$ cat src/rtl/dw_pkg.sv
package dw_pkg;

    typedef enum logic {
        WIN_CLOSED = 1'b0,
        WIN_OPEN   = 1'b1
    } win_state_t;

endpackage

$ cat src/rtl/dw_regs.sv
module dw_regs #(
    parameter int HPOS_W = 9,
    parameter int VPOS_W = 9
) (
    input  logic              clk,
    input  logic              rst_n,
    input  logic              start_we,
    input  logic              stop_we,
    input  logic [HPOS_W-1:0] wr_h,
    input  logic [VPOS_W-1:0] wr_v,
    output logic [HPOS_W-1:0] h_start,
    output logic [HPOS_W-1:0] h_stop,
    output logic [VPOS_W-1:0] v_start,
    output logic [VPOS_W-1:0] v_stop
);

    always_ff @(posedge clk) begin
        if (!rst_n) begin
            h_start <= '0;
            v_start <= '0;
        end else if (start_we) begin
            h_start <= wr_h;
            v_start <= wr_v;
        end
    end

    always_ff @(posedge clk) begin
        if (!rst_n) begin
            h_stop <= '0;
            v_stop <= '0;
        end else if (stop_we) begin
            h_stop <= wr_h;
            v_stop <= wr_v;
        end
    end

    // start coordinates visible in the cycle after the write
    assert_start_load_R7: assert property (@(posedge clk) disable iff (!rst_n)
        start_we |=> (h_start == $past(wr_h)) && (v_start == $past(wr_v)));

    // stop coordinates visible in the cycle after the write
    assert_stop_load_R7: assert property (@(posedge clk) disable iff (!rst_n)
        stop_we |=> (h_stop == $past(wr_h)) && (v_stop == $past(wr_v)));

endmodule

$ cat src/rtl/dw_latch.sv
module dw_latch
    import dw_pkg::*;
#(
    parameter int POS_W = 9
) (
    input  logic             clk,
    input  logic             rst_n,
    input  logic [POS_W-1:0] pos,
    input  logic [POS_W-1:0] start_val,
    input  logic [POS_W-1:0] stop_val,
    input  logic             force_clr,
    output logic             open_o
);

    win_state_t state_q, state_d;
    logic       hit_start, hit_stop;

    assign hit_start = (pos == start_val);
    assign hit_stop  = (pos == stop_val);

    // state register
    always_ff @(posedge clk) begin
        if (!rst_n) state_q <= WIN_CLOSED;
        else        state_q <= state_d;
    end

    // next state: T_SET, T_STOP, T_FORCE
    always_comb begin
        state_d = state_q;
        unique case (state_q)
            WIN_CLOSED: begin
                if (hit_start) state_d = WIN_OPEN;                      // T_SET
            end
            WIN_OPEN: begin
                if (hit_stop)                      state_d = WIN_CLOSED; // T_STOP
                else if (force_clr && !hit_start)  state_d = WIN_CLOSED; // T_FORCE
            end
            default: state_d = WIN_CLOSED;
        endcase
    end

    // outputs
    always_comb begin
        open_o = (state_q == WIN_OPEN);
    end

    // a start match from the closed state opens the latch
    assert_set_on_start_R4: assert property (@(posedge clk) disable iff (!rst_n)
        (!open_o && hit_start) |=> open_o);

    // a stop match from the open state closes the latch
    assert_clear_on_stop_R5: assert property (@(posedge clk) disable iff (!rst_n)
        (open_o && hit_stop) |=> !open_o);

    // forced clear without a start match closes the latch
    assert_force_clear_R3: assert property (@(posedge clk) disable iff (!rst_n)
        (open_o && force_clr && !hit_start) |=> !open_o);

    // the latch never opens without a start match
    assert_open_needs_start_R2: assert property (@(posedge clk) disable iff (!rst_n)
        $rose(open_o) |-> $past(hit_start));

endmodule

$ cat src/rtl/disp_window_gate.sv
module disp_window_gate #(
    parameter int HPOS_W     = 9,
    parameter int VPOS_W     = 9,
    parameter int FIRST_LINE = 25
) (
    input  logic              clk,
    input  logic              rst_n,
    input  logic [HPOS_W-1:0] hpos,
    input  logic [VPOS_W-1:0] vpos,
    input  logic              frame_start,
    input  logic              start_we,
    input  logic              stop_we,
    input  logic [HPOS_W-1:0] wr_h,
    input  logic [VPOS_W-1:0] wr_v,
    output logic              v_win_o,
    output logic              h_win_o,
    output logic              clip_en_o
);

    localparam logic [VPOS_W-1:0] V_FLOOR = VPOS_W'(FIRST_LINE);

    logic [HPOS_W-1:0] h_start, h_stop;
    logic [VPOS_W-1:0] v_start, v_stop, v_start_eff;
    logic              line_start;

    dw_regs #(.HPOS_W(HPOS_W), .VPOS_W(VPOS_W)) u_regs (
        .clk      (clk),
        .rst_n    (rst_n),
        .start_we (start_we),
        .stop_we  (stop_we),
        .wr_h     (wr_h),
        .wr_v     (wr_v),
        .h_start  (h_start),
        .h_stop   (h_stop),
        .v_start  (v_start),
        .v_stop   (v_stop)
    );

    // blanking clamp: the first openable line is max(FIRST_LINE, start)
    assign v_start_eff = (v_start < V_FLOOR) ? V_FLOOR : v_start;
    assign line_start  = (hpos == '0);

    dw_latch #(.POS_W(VPOS_W)) u_vlatch (
        .clk       (clk),
        .rst_n     (rst_n),
        .pos       (vpos),
        .start_val (v_start_eff),
        .stop_val  (v_stop),
        .force_clr (frame_start),
        .open_o    (v_win_o)
    );

    dw_latch #(.POS_W(HPOS_W)) u_hlatch (
        .clk       (clk),
        .rst_n     (rst_n),
        .pos       (hpos),
        .start_val (h_start),
        .stop_val  (h_stop),
        .force_clr (line_start),
        .open_o    (h_win_o)
    );

    always_ff @(posedge clk) begin
        if (!rst_n) clip_en_o <= 1'b0;
        else        clip_en_o <= v_win_o & h_win_o;
    end

    // clip enable trails both latches by one cycle
    assert_clip_latency_R8: assert property (@(posedge clk) disable iff (!rst_n)
        1'b1 |=> (clip_en_o == ($past(v_win_o) && $past(h_win_o))));

    // the vertical window never opens inside the blanking lines
    assert_vblank_hold_R9: assert property (@(posedge clk) disable iff (!rst_n)
        $rose(v_win_o) |-> ($past(vpos) >= V_FLOOR));

    // no clip while the vertical window is closed
    assert_clip_needs_v_R10: assert property (@(posedge clk) disable iff (!rst_n)
        (!v_win_o) |=> !clip_en_o);

    // outputs quiet in the first cycle after reset
    assert_reset_quiet_R1: assert property (@(posedge clk)
        (!rst_n) |=> (!v_win_o && !h_win_o && !clip_en_o));

endmodule

$ cat config.mk
export PLATFORM = sky130hd
export DESIGN_NAME = disp_window_gate
export DESIGN_NICKNAME = d
export VERILOG_FILES = /design/src/rtl/dw_pkg.sv /design/src/rtl/dw_regs.sv /design/src/rtl/dw_latch.sv /design/src/rtl/disp_window_gate.sv
export SDC_FILE = /design/constraint.sdc
export NUM_CORES = 1
export LEC_CHECK = 0
export BUFFER_PORTS_ARGS = -buffer_cell sky130_fd_sc_hd__buf_2
export CORE_ASPECT_RATIO = 0.75
export CORE_MARGIN = 2
export CORE_UTILIZATION = 45
export CTS_CLUSTER_SIZE = 20
export DETAILED_ROUTE_END_ITERATION = 8
export PLACE_DENSITY = 0.74
export SETUP_SLACK_MARGIN = 0.5
export SYNTH_ARGS = -nofsm -noshare
export SYNTH_HDL_FRONTEND = slang
export SYNTH_SLANG_ARGS = --single-unit
export TNS_END_PERCENT = 30
$ cat constraint.sdc
create_clock -name clk -period 1.6 [get_ports clk]
set_input_delay 0.4 -clock clk [delete_from_list [all_inputs] [get_ports clk]]
set_output_delay 0.4 -clock clk [all_outputs]
set_load 0.01 [all_outputs]
# == Word level (Yosys, flattened, before mapping) ==
# Cells that the tools add are included.
# W data, S select, Z words.
# totals
register_bits,39
input_bits,41
output_inout_bits,3
wordCells,29
# op_classes
n_lt_le_gt_ge,1
eq_ne,4
mux,9
n_bitwise,3
reduce_logical,5
# ops
cell,n
$eq A9 B9 Y1,4
$logic_not A9 Y1,1
$lt A9 B5 Y1 const B,1
$mux W9,1
$mux W1,6
$pmux W1 S2,2
$logic_and A1 B1 Y1,2
$logic_not A1 Y1,2
$not A1 Y1,2
$and A1 B1 Y1,1

# == Logic depth before layout (Yosys ltp) ==
# depth
depth_word,8
ltp_mapped,5
ltp_nobuf,5

# == By module ==
# From an unflattened synthesis, not the netlist that was laid out.
# hier_totals
hier_cells,186
hier_area_um2,1980.6
# by_module_without_submodules
mod,n_inst,cells_each,area_per_inst_um2,seq_area_each_um2
dw_regs,1,115,1380.1,720.7
dw_latch,2,27,235.2,20.0
disp_window_gate,1,17,130.1,20.0

# == Worst setup path before layout ==
# No wires, ideal clock.
# synth_path
path_kind,input -> register
start,input start_we
end,register u_regs.h_start[0]
setup_ns,0.116
arrival_ns,1.152
required_time_ns,1.484
slack_ns,0.332
cell_stages,4
n_path_buf,2
cell_sequence,buf_2 buf_2 mux2i_1 nor2b_1
# synth_lines
element,line_no,source
from (decl),disp_window_gate.sv:11,"input logic start_we,"
to (signal assigned),dw_regs.sv:22,h_start <= wr_h;
to (decl),dw_regs.sv:11,"output logic [HPOS_W-1:0] h_start,"

# == Worst setup path after layout ==
# layout_path
start,register u_regs.v_start[8]
end,register u_vlatch.state_q (netlist: u_vlatch.open_o)
# layout_between
elab_chain_len,8
elab_cells_between_ends,9
classes_between,order compare: 1; eq/ne: 1; mux: 5; reduce/logical: 2
# layout_lines
element,line_no,source
from (decl),dw_regs.sv:13,"output logic [VPOS_W-1:0] v_start,"
from (signal assigned),dw_regs.sv:23,v_start <= wr_v;
$lt A9 B5 Y1,disp_window_gate.sv:40,assign v_start_eff = (v_start < V_FLOOR) ? V_FLOOR : v_start;
$mux W9 *,disp_window_gate.sv:40,
$eq A9 B9 Y1 *,dw_latch.sv:18,assign hit_start = (pos == start_val);
$logic_not A1 Y1,dw_latch.sv:36,else if (force_clr && !hit_start) state_d = WIN_CLOSED;
$logic_and A1 B1 Y1,dw_latch.sv:36,
$mux W1,dw_latch.sv:36,
$mux W1,dw_latch.sv:35,if (hit_stop) state_d = WIN_CLOSED;
$pmux W1 S2 *,dw_latch.sv:30,unique case (state_q)
to (signal assigned),dw_latch.sv:24,else state_q <= state_d;
to (decl),dw_latch.sv:15,"win_state_t state_q, state_d;"
# Mark *: on every way between the ends. The rest lies on a longest branch, timed or not.
# A chain may end at the register's enable or synchronous reset.

==> flow_summary.json <==
{
  "cp_num_buf_inv": 1,
  "hold_path.class": "primary input to flop",
  "cts_hold_buffers": 0,
  "avgSynthCellArea_um2": 10.2,
  "crit_path_cell_trace": "nor4_4 -> buf_4 -> nor3b_2 -> a21oi_1 -> nand4_1 -> a21oi_1",
  "synth_nets": 235,
  "drc_errors": 0,
  "port_buffers": 43,
  "cp_slowest_stage_delay_ps": 350,
  "grt_pass1_wl_um": 6660,
  "nets": 282,
  "fin_crit_ps": 1340,
  "worstPathArrival_ps": 1570,
  "max_freq_mhz": 745,
  "startpoint": "u_regs.v_start[8]$_SDFFE_PN0P_",
  "synth.most_common_cell": "dfxtp_1",
  "clockBufferDepth": 2,
  "required_ps": 1820,
  "clkSinkCount": 39,
  "n_antenna_cell": 0,
  "leakage_nw": 1.05,
  "dpl.hpwl_um": 3010,
  "syn_inst": 194,
  "setup_tns_ps": 0,
  "cts.clk_slew.worst_paths_ps": 80,
  "die_y_um": 61.5,
  "critical_path_class": "flop to flop",
  "ys.flop_type": "dfxtp_1",
  "clock-skew-final_ps": 7.66,
  "p_per_area_nw_per_um2": 868,
  "place_congestion": 0.784,
  "pin_count": 44,
  "rsz0062_at_grt": "yes",
  "root_buffer": "clkbuf_8",
  "worst_slew_pin_slew_ps": 362,
  "fin_cells": 297,
  "yosys.area.top_type": "dfxtp_1",
  "core.rowCount": 20,
  "core_um2": 4130,
  "wl_per_cell_um": 13.5,
  "first_iter_violations": 40,
  "finalCritPeriodShare": 0.839,
  "slowest_stage": "dfxtp_2",
  "antenna_found_initial": 0,
  "crit_fanout": 4,
  "routed_wl_um": 4020,
  "ys_seq_area_frac": 0.394,
  "maxSlewHeadroom": 0.758,
  "setup_viol": 0,
  "status": "completed",
  "first_pass_iters": 4,
  "grt_pass1_vias": 1395,
  "cap_violations": 0,
  "syn_to_final_growth_pct": 21.0,
  "clock_latency_ps": 290,
  "nFillCells": 399,
  "grt_usage": 0.181,
  "numCtsBuffers": 5,
  "dieArea_um2": 4950,
  "num_vias": 1454,
  "vdd_drop_max_v": 0.000532,
  "ys_types": 29,
  "start_util": 0.480,
  "synthesis.area_um2": 1980,
  "drive_above_1_share": 0.260,
  "h-tree-depth": 2,
  "die_w_um": 80.6,
  "dp.cells": 287,
  "synth_area_leaders": "dfxtp_1 (39%), mux2i_1 (18%), nor2b_1 (11%), xor2_1 (8.0%), xnor2_1 (6.2%)",
  "drt-vias-per-instance": 4.90,
  "hold_start": "frame_start",
  "synth-seq-cells": 39,
  "worst_path_most_repeated_cell": "a21oi_1",
  "cpLargestDelayFamily": "simple AND/OR/NAND/NOR gates",
  "worstReg2RegStart": "u_regs.v_start[8]$_SDFFE_PN0P_",
  "cts_tree": "done",
  "grt_max_degree": 40,
  "synthTopCellsByCount": "dfxtp_1 (39), mux2i_1 (36), nor2b_1 (36)",
  "end_kind": "flop",
  "antenna_left": 0,
  "synth_top_area_share": 0.394,
  "finalHoldViolCount": 0,
  "slew_viol_final": 0,
  "yosys_warnings": 0,
  "synth_edf_count": 0,
  "grt-ovfl-total": 0,
  "synthArstFlopShare": 0,
  "worstSetupStartpointType": "flop"
}
-- power breakdown --
group          switching [mW]  leakage [nW]  internal (mW)
registers              0.0467         0.323           1.02
clock network           0.342        0.0412          0.305
logic                   0.168         0.681          0.195
total                   0.556          1.05           1.52
-- area by class of cell --
class                      instances  area (um2)  area share
timing repair buffer              48         290       0.121
clock buffer                       6        72.6      0.0303
multi-input combinational        144        1160       0.482
clock inverter                     2        12.5     0.00522
sequential                        39         786       0.328
inverter                           3        11.3     0.00470
tap                               55        68.8      0.0287
-- worst paths after layout --
check | depth (start not counted) | endpoint | slack (ps)
setup / recovery | 6 | u_vlatch.open_o$_SDFF_PN0_ | 260
hold / removal | 3 | u_vlatch.open_o$_SDFF_PN0_ | 360
setup reg to reg | 6 | u_vlatch.open_o$_SDFF_PN0_ | 260
hold reg to reg | 2 | u_hlatch.open_o$_SDFF_PN0_ | 510
-- layout by cell type (no fill, tap or decap) --
cell	n
a21oi_1	4
nor4_1	5
nor3_2	1
clkbuf_1	1
dfxtp_1	37
xor2_1	18
nor3_1	2
dfxtp_2	1
inv_1	3
clkbuf_8	5
o21ai_0	2
o41ai_1	1
o2bb2ai_1	1
nor2b_1	36
o21ba_2	1
mux2i_1	36
dfxtp_4	1
xnor2_1	14
nand3_1	3
clkinv_2	1
and3_1	1
nor4_4	2
nand4_1	4
buf_2	43
buf_4	2
nand2b_1	5
clkinvlp_4	1
buf_12	3
nor3b_2	1
a31oi_2	1
nor2_1	1
o221ai_1	1
nand4b_1	1
o211ai_1	1
nand2_1	2
-- cells by family (layout without fill, tap and decap cells) --
logic type	Yosys count	after routing	synth area share
XOR/XNOR	32	32	0.142
flip-flops	39	39	0.394
AND/OR/NAND/NOR	64	64	0.214
buffers and inverters	11	59	0.0246
AO/OA/AOI/OAI	12	12	0.0436
multiplexers	36	36	0.182
-- worst register-to-register path: stages, from the launching register on --
cell	delay (ps)
dfxtp_2	350
nor4_4	320
buf_4	190
nor3b_2	40
a21oi_1	150
nand4_1	100
a21oi_1	120
-- sequential cells by signal (all words and copies together) (netlist names) --
| name | count |
|---|---|
| u_regs.h_start | 9 |
| u_regs.h_stop | 9 |
| u_regs.v_start | 9 |
| u_regs.v_stop | 9 |
| clip_en_o | 1 |
| u_hlatch.open_o | 1 |
| u_vlatch.open_o | 1 |
-- layer usage --
layer	wire [um]	GRT usage
met1	2050	0.247
met2	1730	0.275
met5	0	0
met4	53	0.0678
met3	193	0.0543
-- stage by stage --
step | worst slack [ps] | cell area [um2] | hold WS (ps) | power (mW) | util
2_1_floorplan | 391 | 1990 | 503 | 1.32 | -
3_3_place_gp | 201 | 2290 | 492 | 1.44 | 0.554
3_5_place_dp | 168 | 2290 | 505 | 1.45 | 0.554
4_1_cts | 230 | 2400 | 358 | 2.10 | 0.581
5_1_grt | 177 | 2400 | 381 | 2.19 | 0.581
6_report | 258 | 2400 | 364 | 2.08 | 0.581
-- what timing repair did --
action / CTS / global route
endpoints found under the setup margin: 5 / 5
gates resized for setup: 3 / 0
endpoints found under the hold margin: 0 / 0
buffers inserted: 2 / 0
pin swaps: 5 / 2
(Power assumes the default switching activity.)
